$ cat src/rtl/ivc_pkg.sv
package ivc_pkg;

    localparam int VEC_W     = 16;
    localparam int SLOT_W    = 5;
    localparam int NUM_SLOTS = 1 << SLOT_W;

    localparam logic [VEC_W-1:0]  TABLE_BASE = 16'hFFC0;
    localparam logic [VEC_W-1:0]  BLANK_WORD = 16'hFFFF;
    localparam logic [SLOT_W-1:0] BOOT_SLOT  = 5'd31;
    localparam logic [SLOT_W-1:0] PROT_SLOT  = 5'd30;

    typedef enum logic [1:0] {
        ST_BOOT = 2'd0,
        ST_RUN  = 2'd1,
        ST_HALT = 2'd2
    } core_st_e;

    typedef struct packed {
        logic              vld;
        logic [SLOT_W-1:0] idx;
    } pick_t;

    function automatic logic [VEC_W-1:0] slot_addr(input logic [SLOT_W-1:0] s);
        return TABLE_BASE + {{(VEC_W-SLOT_W-1){1'b0}}, s, 1'b0};
    endfunction

endpackage

$ cat src/rtl/ivc_req_collect.sv
module ivc_req_collect
    import ivc_pkg::*;
#(
    parameter int NUM_DED = 4,
    parameter int NUM_SHR = 8,
    parameter int NUM_NMI = 3,
    parameter logic [NUM_DED*SLOT_W-1:0] DED_SLOT = {5'd21, 5'd25, 5'd26, 5'd29},
    parameter logic [NUM_SHR*SLOT_W-1:0] SHR_SLOT = {5'd18, 5'd19, 5'd22, 5'd23,
                                                     5'd24, 5'd24, 5'd28, 5'd28}
) (
    input  logic                 clk,
    input  logic                 rst,
    input  logic                 flush,
    input  logic                 gie,
    input  logic [NUM_DED-1:0]   ded_req,
    input  logic [NUM_DED-1:0]   ded_en,
    input  logic [NUM_SHR-1:0]   shr_flag,
    input  logic [NUM_SHR-1:0]   shr_en,
    input  logic [NUM_NMI-1:0]   nmi_flag,
    input  logic [NUM_NMI-1:0]   nmi_en,
    input  logic                 take,
    input  logic [SLOT_W-1:0]    take_slot,
    output logic [NUM_SLOTS-1:0] slot_req
);

    logic [NUM_DED-1:0] pend_q;
    logic [NUM_SHR-1:0] shr_q;
    logic [NUM_NMI-1:0] nmi_q;

    // held pending bits of single-source ranks
    for (genvar k = 0; k < NUM_DED; k++) begin : g_ded
        localparam logic [SLOT_W-1:0] MY_SLOT = DED_SLOT[k*SLOT_W +: SLOT_W];

        always_ff @(posedge clk) begin
            if (rst || flush) begin
                pend_q[k] <= 1'b0;
            end else if (ded_req[k]) begin
                pend_q[k] <= 1'b1;
            end else if (take && (take_slot == MY_SLOT)) begin
                pend_q[k] <= 1'b0;
            end
        end


        ack_clears_chk: assert property (@(posedge clk) disable iff (rst)
            (take && take_slot == MY_SLOT && !ded_req[k]) |=> !pend_q[k]);
    end

    // level flags are sampled once; software owns their clearing
    always_ff @(posedge clk) begin
        if (rst) begin
            shr_q <= '0;
            nmi_q <= '0;
        end else begin
            shr_q <= shr_flag;
            nmi_q <= nmi_flag;
        end
    end

    always_comb begin
        slot_req = '0;
        for (int k = 0; k < NUM_DED; k++) begin
            if (pend_q[k] && ded_en[k] && gie)
                slot_req[DED_SLOT[k*SLOT_W +: SLOT_W]] = 1'b1;
        end
        for (int j = 0; j < NUM_SHR; j++) begin
            if (shr_q[j] && shr_en[j] && gie)
                slot_req[SHR_SLOT[j*SLOT_W +: SLOT_W]] = 1'b1;
        end
        if (|(nmi_q & nmi_en))
            slot_req[PROT_SLOT] = 1'b1;
    end


    flush_empties_chk: assert property (@(posedge clk) disable iff (rst)
        flush |=> (pend_q == '0));

endmodule

$ cat src/rtl/ivc_prio_pick.sv
module ivc_prio_pick
    import ivc_pkg::*;
(
    input  logic                 clk,
    input  logic                 rst,
    input  logic [NUM_SLOTS-1:0] req,
    output pick_t                pick
);

    always_comb begin
        pick = '0;
        for (int s = 0; s < NUM_SLOTS; s++) begin
            if (req[s]) begin
                pick.vld = 1'b1;
                pick.idx = SLOT_W'(s);
            end
        end
    end


    pick_is_top_chk: assert property (@(posedge clk) disable iff (rst)
        pick.vld |-> ((req >> pick.idx) == NUM_SLOTS'(1)));


    idle_means_none_chk: assert property (@(posedge clk) disable iff (rst)
        !pick.vld |-> (req == '0));

endmodule

$ cat src/rtl/ivc_boot_fsm.sv
module ivc_boot_fsm
    import ivc_pkg::*;
(
    input  logic             clk,
    input  logic             rst,
    input  logic             flush,
    input  logic             ack,
    input  logic [VEC_W-1:0] boot_word,
    output core_st_e         st
);

    core_st_e st_q;

    always_ff @(posedge clk) begin
        if (rst || flush) begin
            st_q <= ST_BOOT;
        end else begin
            case (st_q)
                ST_BOOT: if (ack) st_q <= (boot_word == BLANK_WORD) ? ST_HALT : ST_RUN;
                ST_RUN:  st_q <= ST_RUN;
                ST_HALT: st_q <= ST_HALT;
                default: st_q <= ST_BOOT;
            endcase
        end
    end

    assign st = st_q;


    halt_sticky_chk: assert property (@(posedge clk) disable iff (rst)
        (st_q == ST_HALT && !flush) |=> (st_q == ST_HALT));


    boot_to_run_chk: assert property (@(posedge clk) disable iff (rst)
        (st_q == ST_BOOT && ack && !flush && boot_word != BLANK_WORD) |=> (st_q == ST_RUN));

endmodule

$ cat src/rtl/irq_vector_ctrl.sv
module irq_vector_ctrl
    import ivc_pkg::*;
#(
    parameter int NUM_RST = 4,
    parameter int NUM_DED = 4,
    parameter int NUM_SHR = 8,
    parameter int NUM_NMI = 3,
    parameter logic [NUM_DED*SLOT_W-1:0] DED_SLOT = {5'd21, 5'd25, 5'd26, 5'd29},
    parameter logic [NUM_SHR*SLOT_W-1:0] SHR_SLOT = {5'd18, 5'd19, 5'd22, 5'd23,
                                                     5'd24, 5'd24, 5'd28, 5'd28}
) (
    input  logic               clk,
    input  logic               rst,
    input  logic [NUM_RST-1:0] rst_cause_i,
    input  logic [VEC_W-1:0]   boot_word_i,
    input  logic               lpm_i,
    input  logic               gie_i,
    input  logic [NUM_DED-1:0] ded_req_i,
    input  logic [NUM_DED-1:0] ded_en_i,
    input  logic [NUM_SHR-1:0] shr_flag_i,
    input  logic [NUM_SHR-1:0] shr_en_i,
    input  logic [NUM_NMI-1:0] nmi_flag_i,
    input  logic [NUM_NMI-1:0] nmi_en_i,
    input  logic               ack_i,
    output logic [VEC_W-1:0]   vec_addr_o,
    output logic               vec_valid_o,
    output logic               run_o,
    output logic               halt_o,
    output logic               wake_o
);

    logic                 flush;
    logic                 take;
    logic [NUM_SLOTS-1:0] slot_req;
    pick_t                pick;
    core_st_e             st;

    assign flush = |rst_cause_i;

    ivc_boot_fsm u_fsm (
        .clk       (clk),
        .rst       (rst),
        .flush     (flush),
        .ack       (ack_i),
        .boot_word (boot_word_i),
        .st        (st)
    );

    ivc_req_collect #(
        .NUM_DED  (NUM_DED),
        .NUM_SHR  (NUM_SHR),
        .NUM_NMI  (NUM_NMI),
        .DED_SLOT (DED_SLOT),
        .SHR_SLOT (SHR_SLOT)
    ) u_collect (
        .clk       (clk),
        .rst       (rst),
        .flush     (flush),
        .gie       (gie_i),
        .ded_req   (ded_req_i),
        .ded_en    (ded_en_i),
        .shr_flag  (shr_flag_i),
        .shr_en    (shr_en_i),
        .nmi_flag  (nmi_flag_i),
        .nmi_en    (nmi_en_i),
        .take      (take),
        .take_slot (pick.idx),
        .slot_req  (slot_req)
    );

    ivc_prio_pick u_pick (
        .clk  (clk),
        .rst  (rst),
        .req  (slot_req),
        .pick (pick)
    );

    assign take = ack_i && (st == ST_RUN) && pick.vld;

    always_comb begin
        vec_valid_o = 1'b0;
        vec_addr_o  = '0;
        case (st)
            ST_BOOT: begin
                vec_valid_o = 1'b1;
                vec_addr_o  = slot_addr(BOOT_SLOT);
            end
            ST_RUN: begin
                vec_valid_o = pick.vld;
                vec_addr_o  = pick.vld ? slot_addr(pick.idx) : '0;
            end
            default: begin
                vec_valid_o = 1'b0;
                vec_addr_o  = '0;
            end
        endcase
    end

    assign run_o  = (st == ST_RUN);
    assign halt_o = (st == ST_HALT);
    assign wake_o = lpm_i && run_o && pick.vld;


    boot_vector_chk: assert property (@(posedge clk) disable iff (rst)
        (!run_o && !halt_o) |-> (vec_valid_o && vec_addr_o == 16'hFFFE));


    prot_wins_chk: assert property (@(posedge clk) disable iff (rst)
        (run_o && slot_req[PROT_SLOT]) |-> (vec_valid_o && vec_addr_o == 16'hFFFC));


    parked_quiet_chk: assert property (@(posedge clk) disable iff (rst)
        halt_o |-> (!vec_valid_o && !wake_o && !run_o));


    wake_needs_vector_chk: assert property (@(posedge clk) disable iff (rst)
        wake_o |-> (vec_valid_o && run_o && lpm_i));

endmodule

$ cat config.mk
export PLATFORM = sky130hd
export DESIGN_NAME = irq_vector_ctrl
export DESIGN_NICKNAME = d
export VERILOG_FILES = /design/src/rtl/ivc_pkg.sv /design/src/rtl/ivc_req_collect.sv /design/src/rtl/ivc_prio_pick.sv /design/src/rtl/ivc_boot_fsm.sv /design/src/rtl/irq_vector_ctrl.sv
export SDC_FILE = /design/constraint.sdc
export NUM_CORES = 1
export LEC_CHECK = 0
export ABC_CLOCK_PERIOD_IN_PS = 3210
export BUFFER_PORTS_ARGS = -buffer_cell sky130_fd_sc_hd__buf_4
export CAP_MARGIN = 10
export CORE_MARGIN = 1
export CORE_UTILIZATION = 30
export CTS_CLUSTER_SIZE = 16
export DETAILED_ROUTE_END_ITERATION = 7
export GPL_ROUTABILITY_DRIVEN = 0
export PLACE_DENSITY = 0.67
export SYNTH_ARGS = -nofsm -noshare
export SYNTH_HDL_FRONTEND = slang
export SYNTH_HIERARCHICAL = 1
export SYNTH_SLANG_ARGS = --single-unit
$ cat constraint.sdc
create_clock -name clk -period 3.21 [get_ports clk]
set_input_delay 0.8025 -clock clk [delete_from_list [all_inputs] [get_ports clk]]
set_output_delay 0.8025 -clock clk [all_outputs]
set_load 0.05 [all_outputs]
Word level (Yosys, flattened, before mapping):

Cells that the tools add are included.

* add/subtract/negate cells: 1
* mux-type cells: 38
* reduce and logical (&&, ||, !) cells: 40
* equality and inequality tests: 8
* bitwise gates (word level): 1

Operator list (count)
* 6-bit 2-to-1 mux: 11
* 1-bit logical AND: 32
* 16-bit one-hot mux with 2 select lines: 1
* 1-bit 2-to-1 mux: 21
* 5-bit equality test, second input constant: 4
* 16-bit equality test, second input constant: 1
* 16-bit 2-to-1 mux: 1
* 7-bit by 7-bit adder with 8-bit output, first input constant: 1
* 2-bit nonzero test: 4
* 2-bit one-hot mux with 3 select lines: 1
* 2-bit 2-to-1 mux: 2
* 4-bit OR reduction: 1
* 3-bit bitwise AND: 1
* 3-bit OR reduction: 1
* 2-bit by 1-bit equality test with 1-bit output, second input constant: 1
* 2-bit equality test, second input constant: 1
* 2-bit zero test: 1
* 2-bit inequality test, second input constant: 1
* 1-bit one-hot mux with 2 select lines: 1
* 1-bit logical OR: 1

* register bits: 17
* bits of input ports: 55

Longest topological paths before layout:

Gate-level depths: netlist of run 1.

* word-level depth: 18
* mapped depth: 9
* depth with buffers taken out: 9

By module:

Netlist of run 1, hierarchy kept.

By module, submodules not included
* ivc_req_collect: times used 1, cells each 78, area an instance 748.2 um^2, seq. area each 300.3 um^2
* ivc_prio_pick: times used 1, cells each 63, area an instance 340.3 um^2, seq. area each 0.0 um^2
* irq_vector_ctrl: times used 1, cells each 29, area an instance 180.2 um^2, seq. area each 0.0 um^2
* ivc_boot_fsm: times used 1, cells each 14, area an instance 115.1 um^2, seq. area each 40.0 um^2

Worst setup path before layout of run 1:

No wires, ideal clock.

* path type: input-to-output
* start point: in shr_en_i[2]
* end point: out vec_addr_o[10]
* arrival: 3257 ps
* slack: -850 ps
* cell stages on the path: 9
* cell sequence: a22oi_1 -> nor2b_1 -> nor4_1 -> and3_1 -> nand3_1 -> nand4b_1 -> inv_1 -> a21oi_1 -> buf_4

RTL lines
* start: declaration: RTL line irq_vector_ctrl.sv:21 `input logic [NUM_SHR-1:0] shr_en_i,`
* end: declaration: RTL line irq_vector_ctrl.sv:25 `output logic [VEC_W-1:0] vec_addr_o,`

==> results of run 1 <==
## per-layer routing
metal,share of wire [%],track usage (%),up-vias
met1,44,17.7,676
met3,3.8,2.16,0
met2,52,23.6,34
met4,0,2.67,0
li1,-,-,773
met5,0,0,-
## Yosys cell counts, drive strengths merged (4+ instances only)
library cell   n  share of area [%]
nor2b         13                6.4
buf           33                 18
nor3           5                1.8
nand2         11                3.0
inv            8                2.2
and3          12                5.4
a211oi         4                2.9
nand4          4                1.8
a21oi         12                4.3
nor4          10                5.0
dfxtp         17                 25
o21ai          8                2.9
nor2          17                4.6
## cells by family after synthesis
group,after synthesis
and+or+nand+nor,88
buffers and inverters,41
AOI/OAI and AO/OA,36
DFF,17
other,2
## registers in the layout (all words and copies together) (netlist names)
signal / flops
u_fsm/st: 2
u_collect/nmi_q: 3
u_collect/shr_q: 8
u_collect/pend_q: 4
## placed cells by master, fill, tap and decap left out, types with 2 or more instances in the layout
| cell | count |
|---|---|
| nand4_1 | 4 |
| and3_1 | 9 |
| a211oi_2 | 2 |
| nor2b_1 | 10 |
| a21oi_1 | 8 |
| a211oi_1 | 2 |
| inv_1 | 7 |
| nand2_2 | 3 |
| and4b_1 | 2 |
| nor4_1 | 8 |
| a21oi_2 | 3 |
| conb_1 | 22 |
| clkbuf_8 | 3 |
| nor2b_2 | 2 |
| nor2_1 | 16 |
| nor3b_1 | 2 |
| buf_4 | 72 |
| a21oi_4 | 2 |
| o21ai_0 | 7 |
| and2b_1 | 2 |
| buf_6 | 17 |
| and3_4 | 3 |
| dfxtp_1 | 17 |
| nor3_1 | 5 |
| nand2_1 | 8 |
## per-stage QoR
step                      std cells  total power [uW]
after global placement          310               358
after CTS                       317               525
after floorplan                 204               307
after detailed placement        310               359
final                           317               523
after global routing            317               554
## power by group through the flow
stage	Sequential, uW	Combinational (uW)	Clock, uW
after floorplan	226	81.6	0
final	222	142	159
after global routing	222	157	174
after CTS	222	139	164
after detailed placement	226	133	0
after global placement	226	132	0
## how the worst max path moves through the flow
| stage | end | startpoint | cells after the start |
|---|---|---|---|
| finish | vec_addr_o[3] | nmi_en_i[0] | 11 |
| global route | vec_addr_o[12] | nmi_en_i[0] | 11 |
| CTS | vec_addr_o[15] | nmi_en_i[0] | 11 |
| detailed placement | vec_addr_o[15] | nmi_en_i[0] | 11 |
| global placement | vec_addr_o[15] | nmi_en_i[0] | 11 |
| floorplan | vec_addr_o[1] | shr_en_i[2] | 7 |
## area by class of cell
cell class,instances,area (sq um),area share [%]
inverters,8,35.0,1.63
clock buffers,3,41.3,1.92
multi-input cells,147,937,43.5
clock inverters,1,5.00,0.232
flip-flops and latches,17,340,15.8
repair buffers,89,732,34.0
well taps,52,65.1,3.02
## worst max-delay path: stages
cell and delay [ns]:
buf_6 0.09, a222oi_1 0.32, inv_1 0.12, nor2_2 0.15
and3_4 0.20, nand3_2 0.06, nand4b_1 0.19, buf_6 0.17
nand2_2 0.06, a21oi_1 0.07, buf_4 0.22
## repair_timing
| item | 4_1_cts | 5_1_grt |
|---|---|---|
| setup endpoints to repair | 17 | 17 |
| pin swaps | 5 | 4 |
| gates cloned | 1 | 0 |
| resized for setup | 22 | 8 |
| buffers inserted | 2 | 0 |
==> out/metrics.yaml, run 1 <==
placed_design:
  io_buffers: 73
  dp_hpwl_um: 2820
  dpl_cell_area_sq_um: 1980
  post-place-ws_ns: -0.0981
clock_tree:
  clock_sinks: 17
  clockBufferDepth: 2
  cts-root-buf: "clkbuf_8"
  path_clk_slew_ns: 0.07
  cts_buffers: 3
  cts_tree: "built"
  insertion_delay_ns: 0.25
  holdBufCountCts: 0
  ctsHtreeMaxLevel: 1
worst_setup_path:
  startpoint_type: "input port"
  r2r_slack_ns: 0.96
  critical_path_class: "in2out"
  timing.rr.end: "u_collect/pend_q[1]$_SDFFE_PP0P_"
  reg2regPathDepth: 10
  endpoint_kind: "output port"
  required_ns: 2.41
  cp.arrival_ns: 2.44
  r2r_start: "u_collect/nmi_q[0]$_SDFF_PP0_"
  worstPathMaxFanout: 8
hold_path:
  hp-class: "reg2reg"
  whs_path_depth: 2
  min-delay-start: "u_collect/pend_q[2]$_SDFFE_PP0P_"
  whs_endpoint: "u_collect/pend_q[2]$_SDFFE_PP0P_"
cells_and_area:
  syn_to_final_growth_pct: 55.8
  finalCoreUtilization_pct: 49.2
  fillers: 431
  fin_area_sq_um: 2160
  drive_above_1_share_pct: 44.2
  final_nets: 321
  diodes: 0
detailed_routing:
  drc: 0
  drtPass1Iterations: 4
  viasPerCell: 4.68
  drt-total-wl_um: 3370
  wl_per_cell_um: 10.6
  drtIter0Drc: 33
  vias: 1483
  route.antenna.remaining_nets: 0
floorplanning:
  row_count: 24
  die_w_um: 69.9
  dieArea_sq_um: 4890
  die_height_um: 69.9
  coreArea_sq_um: 4380
  initial_core_util_pct: 31.6
  ioPinCount: 75
sta:
  finalCritPeriodShare_pct: 101
  finalHoldViolCount: 0
  finalCriticalPeriod_ns: 3.24
  slew_violations: 0
  post-route-worst-setup-slack_ns: -0.0321
  skew_ns: 0.00132
  rsz0062_at_grt: "true"
  whs_ns: 0.516
  final.setup.tns_ns: -0.319
  worst_pin_slew_ns: 0.580
  slew_headroom_pct: 61.3
  setup_violations: 15
  max_freq_ghz: 0.308
grt:
  grt_max_degree: 15
  grt_pass1_wl_um: 5550
  gr-total-overflow: 0
  antenna_found_initial: 0
  track_usage_pct: 13.6
  grt_pass1_vias: 1349
outcome:
  violations: "setup timing"
  status: "finished with violations"
power:
  p_sw_share_pct: 25.9
  internal-power_uw: 387
  switching_power_uw: 136
  pwr-share-clk_pct: 30.4
  p_per_area_nw_per_um2: 242
  p_seq_share_pct: 42.4
  leakagePower_uw: 0.00102
  comb_power_share_pct: 27.2
  peakVddDrop_mv: 0.228
logic_synthesis:
  synth_cells: 184
  synth_edf_count: 0
  ys_types: 41
  yosys.area_share.simple_pct: 37.1
  synth_xor_area_share_pct: 0
  synthArstFlopShare_pct: 0
  synth_top_family_by_area: "simple AND/OR/NAND/NOR gates"
  synth_mux_area_share_pct: 0
  ys_seq_area_share_pct: 24.6
  yosys_warnings: 6
  netlist_area_sq_um: 1380
  synth_compound_gate_area_share_pct: 17.9
  syn_avg_cell_area_sq_um: 7.52
  ys_seq_elements: 17
  synth_fa_ha_area_share_pct: 0
  ys.flop_type: "dfxtp_1"
flow_run:
  maxCapViolCount: 0
Power figures use the tool's default switching activity.
==> run 2: changes to the inputs <==
--- a/config.mk
+++ b/config.mk
@@ -14,6 +14,7 @@
 export DETAILED_ROUTE_END_ITERATION = 7
 export GPL_ROUTABILITY_DRIVEN = 0
 export PLACE_DENSITY = 0.67
+export SETUP_SLACK_MARGIN = 0.5
 export SYNTH_ARGS = -nofsm -noshare
 export SYNTH_HDL_FRONTEND = slang
 export SYNTH_HIERARCHICAL = 1
==> run 2 against run 1 <==
Effect of this change:
- the run now ends clean
- critical endpoint is now vec_addr_o[15]
- setup slack gained 0.034 ns
- sequential cell count did not move
- global-route usage is 1.4 points higher
- largest cell class unchanged
- first-iteration DRC count up 36%
==> out/metrics.yaml, run 2 (same netlist as run 1, synthesis figures left out) <==
flow_run:
  maxCapViolCount: 0
floorplanning:
  die_w_um: 69.9
  ioPinCount: 75
  dieArea_sq_um: 4890
  die_height_um: 69.9
  coreArea_sq_um: 4380
  row_count: 24
  initial_core_util_pct: 31.6
grt:
  gr-total-overflow: 0
  track_usage_pct: 14.9
  grt_max_degree: 15
  antenna_found_initial: 0
  grt_pass1_wl_um: 6030
  grt_pass1_vias: 1456
clock_tree:
  holdBufCountCts: 0
  clock_sinks: 17
  cts_tree: "built"
  cts_buffers: 3
  path_clk_slew_ns: 0.07
  cts-root-buf: "clkbuf_8"
  clockBufferDepth: 2
  insertion_delay_ns: 0.26
  ctsHtreeMaxLevel: 1
cells_and_area:
  largest_register_ffs: 8
  regMostFlops: "u_collect/shr_q"
  fin_area_sq_um: 2180
  layout_commonest_cell: "buf_4"
  syn_to_final_growth_pct: 57.4
  drive_above_1_share_pct: 44.4
  fillers: 443
  reg.largest.list: "u_collect/shr_q (8), u_collect/pend_q (4), u_collect/nmi_q (3)"
  final_nets: 322
  diodes: 0
  layout_common_cells: "buf_4, conb_1, buf_6"
power:
  p_total_uw: 531
  internal-power_uw: 389
  switching_power_uw: 142
  pwr-share-clk_pct: 31.4
  leakagePower_uw: 0.00103
  p_sw_share_pct: 26.8
  comb_power_share_pct: 26.9
  p_per_area_nw_per_um2: 244
  p_seq_share_pct: 41.7
  peakVddDrop_mv: 0.271
sta:
  max_freq_ghz: 0.312
  worst_pin_slew_ns: 0.630
  slew_headroom_pct: 58.0
  finalCriticalPeriod_ns: 3.21
  rsz0062_at_grt: "true"
  slew_violations: 0
  finalCritPeriodShare_pct: 99.9
  post-route-worst-setup-slack_ns: 0.00231
  finalHoldViolCount: 0
  setup_violations: 0
  skew_ns: 0.00472
  whs_ns: 0.499
detailed_routing:
  drtIter0Drc: 45
  drtPass1Iterations: 4
  vias: 1485
  wl_per_cell_um: 11.0
  drt-total-wl_um: 3510
  route.antenna.remaining_nets: 0
  viasPerCell: 4.67
  drc: 0
hold_path:
  hp-class: "reg2reg"
  min-delay-start: "u_collect/pend_q[1]$_SDFFE_PP0P_"
worst_setup_path:
  crit_start: "nmi_en_i[0]"
  critPathCapture: "vec_addr_o[15]"
  r2r_slack_ns: 1.05
  startpoint_type: "input port"
  critical_path_class: "in2out"
  endpoint_kind: "output port"
  required_ns: 2.41
  reg2regPathDepth: 10
  cp.arrival_ns: 2.41
  worstPathMaxFanout: 8
  timing.rr.end: "u_collect/pend_q[0]$_SDFFE_PP0P_"
  r2r_start: "u_collect/nmi_q[0]$_SDFF_PP0_"
placed_design:
  dpl_cell_area_sq_um: 2000
  post-place-ws_ns: -0.104
  dp_hpwl_um: 2840
  io_buffers: 73
outcome:
  status: "complete, no violations"
run 2: changes by cell type in the layout (fill, tap and decap cells not counted), sizes merged:
cell      previous run  this run
buf                 89        90
clkinv               1         0
clkinvlp             0         1
run 2: worst min path at each step:
stage                                                   to  slack (ns)  cells past startpoint
after floorplan           u_collect/pend_q[1]$_SDFFE_PP0P_        0.47                      2
after global placement    u_collect/pend_q[2]$_SDFFE_PP0P_        0.49                      2
after detailed placement  u_collect/pend_q[2]$_SDFFE_PP0P_        0.50                      2
after CTS                 u_collect/pend_q[1]$_SDFFE_PP0P_        0.51                      2
after global routing      u_collect/pend_q[2]$_SDFFE_PP0P_        0.52                      2
final                     u_collect/pend_q[1]$_SDFFE_PP0P_        0.50                      2
run 2: critical path: stages:
cell	delay [ns]
buf_6	0.09
a222oi_1	0.30
inv_1	0.10
nor2_2	0.15
and3_4	0.19
nand3_2	0.06
nand4b_1	0.20
buf_6	0.17
inv_6	0.06
a21oi_4	0.08
buf_6	0.20
run 2: power groups by stage:
stage / logic [uW] / clock network [uW] / registers (uW)
2_1_floorplan: 81.4 / 0 / 226
3_3_place_gp: 133 / 0 / 226
3_5_place_dp: 134 / 0 / 227
4_1_cts: 140 / 173 / 222
5_1_grt: 158 / 183 / 222
6_report: 143 / 167 / 222
run 2: routing by layer:
layer	GRT usage, %	wire, um
met5	0	0
met4	3.33	16
met3	2.45	190
met2	28.0	1830
met1	17.6	1470
run 2: per-stage QoR:
| step | util (%) | instances | setup TNS (ns) |
|---|---|---|---|
| 6_report | 49.7 | 318 | 0 |
| 5_1_grt | 49.7 | 318 | -2.18 |
| 4_1_cts | 49.7 | 318 | 0 |
| 3_5_place_dp | 45.5 | 311 | -1.32 |
| 3_3_place_gp | 45.5 | 311 | -0.597 |
| 2_1_floorplan | - | 204 | -0.460 |
run 2: cell type report:
| type | count | area, sq um | area share (%) |
|---|---|---|---|
| Multi-Input combinational cell | 147 | 938 | 43.1 |
| Timing Repair Buffer | 90 | 751 | 34.5 |
| Inverter | 8 | 35.0 | 1.61 |
| Clock inverter | 1 | 7.51 | 0.345 |
| Sequential cell | 17 | 340 | 15.6 |
| Tap cell | 52 | 65.1 | 2.99 |
| Clock buffer | 3 | 41.3 | 1.90 |
run 2: what timing repair did:
action / CTS / global route
pin swaps: 7 / 3
setup endpoints to repair: 17 / 17
buffers inserted: 2 / 0
gates resized for setup: 29 / 0
cloned: 1 / 0
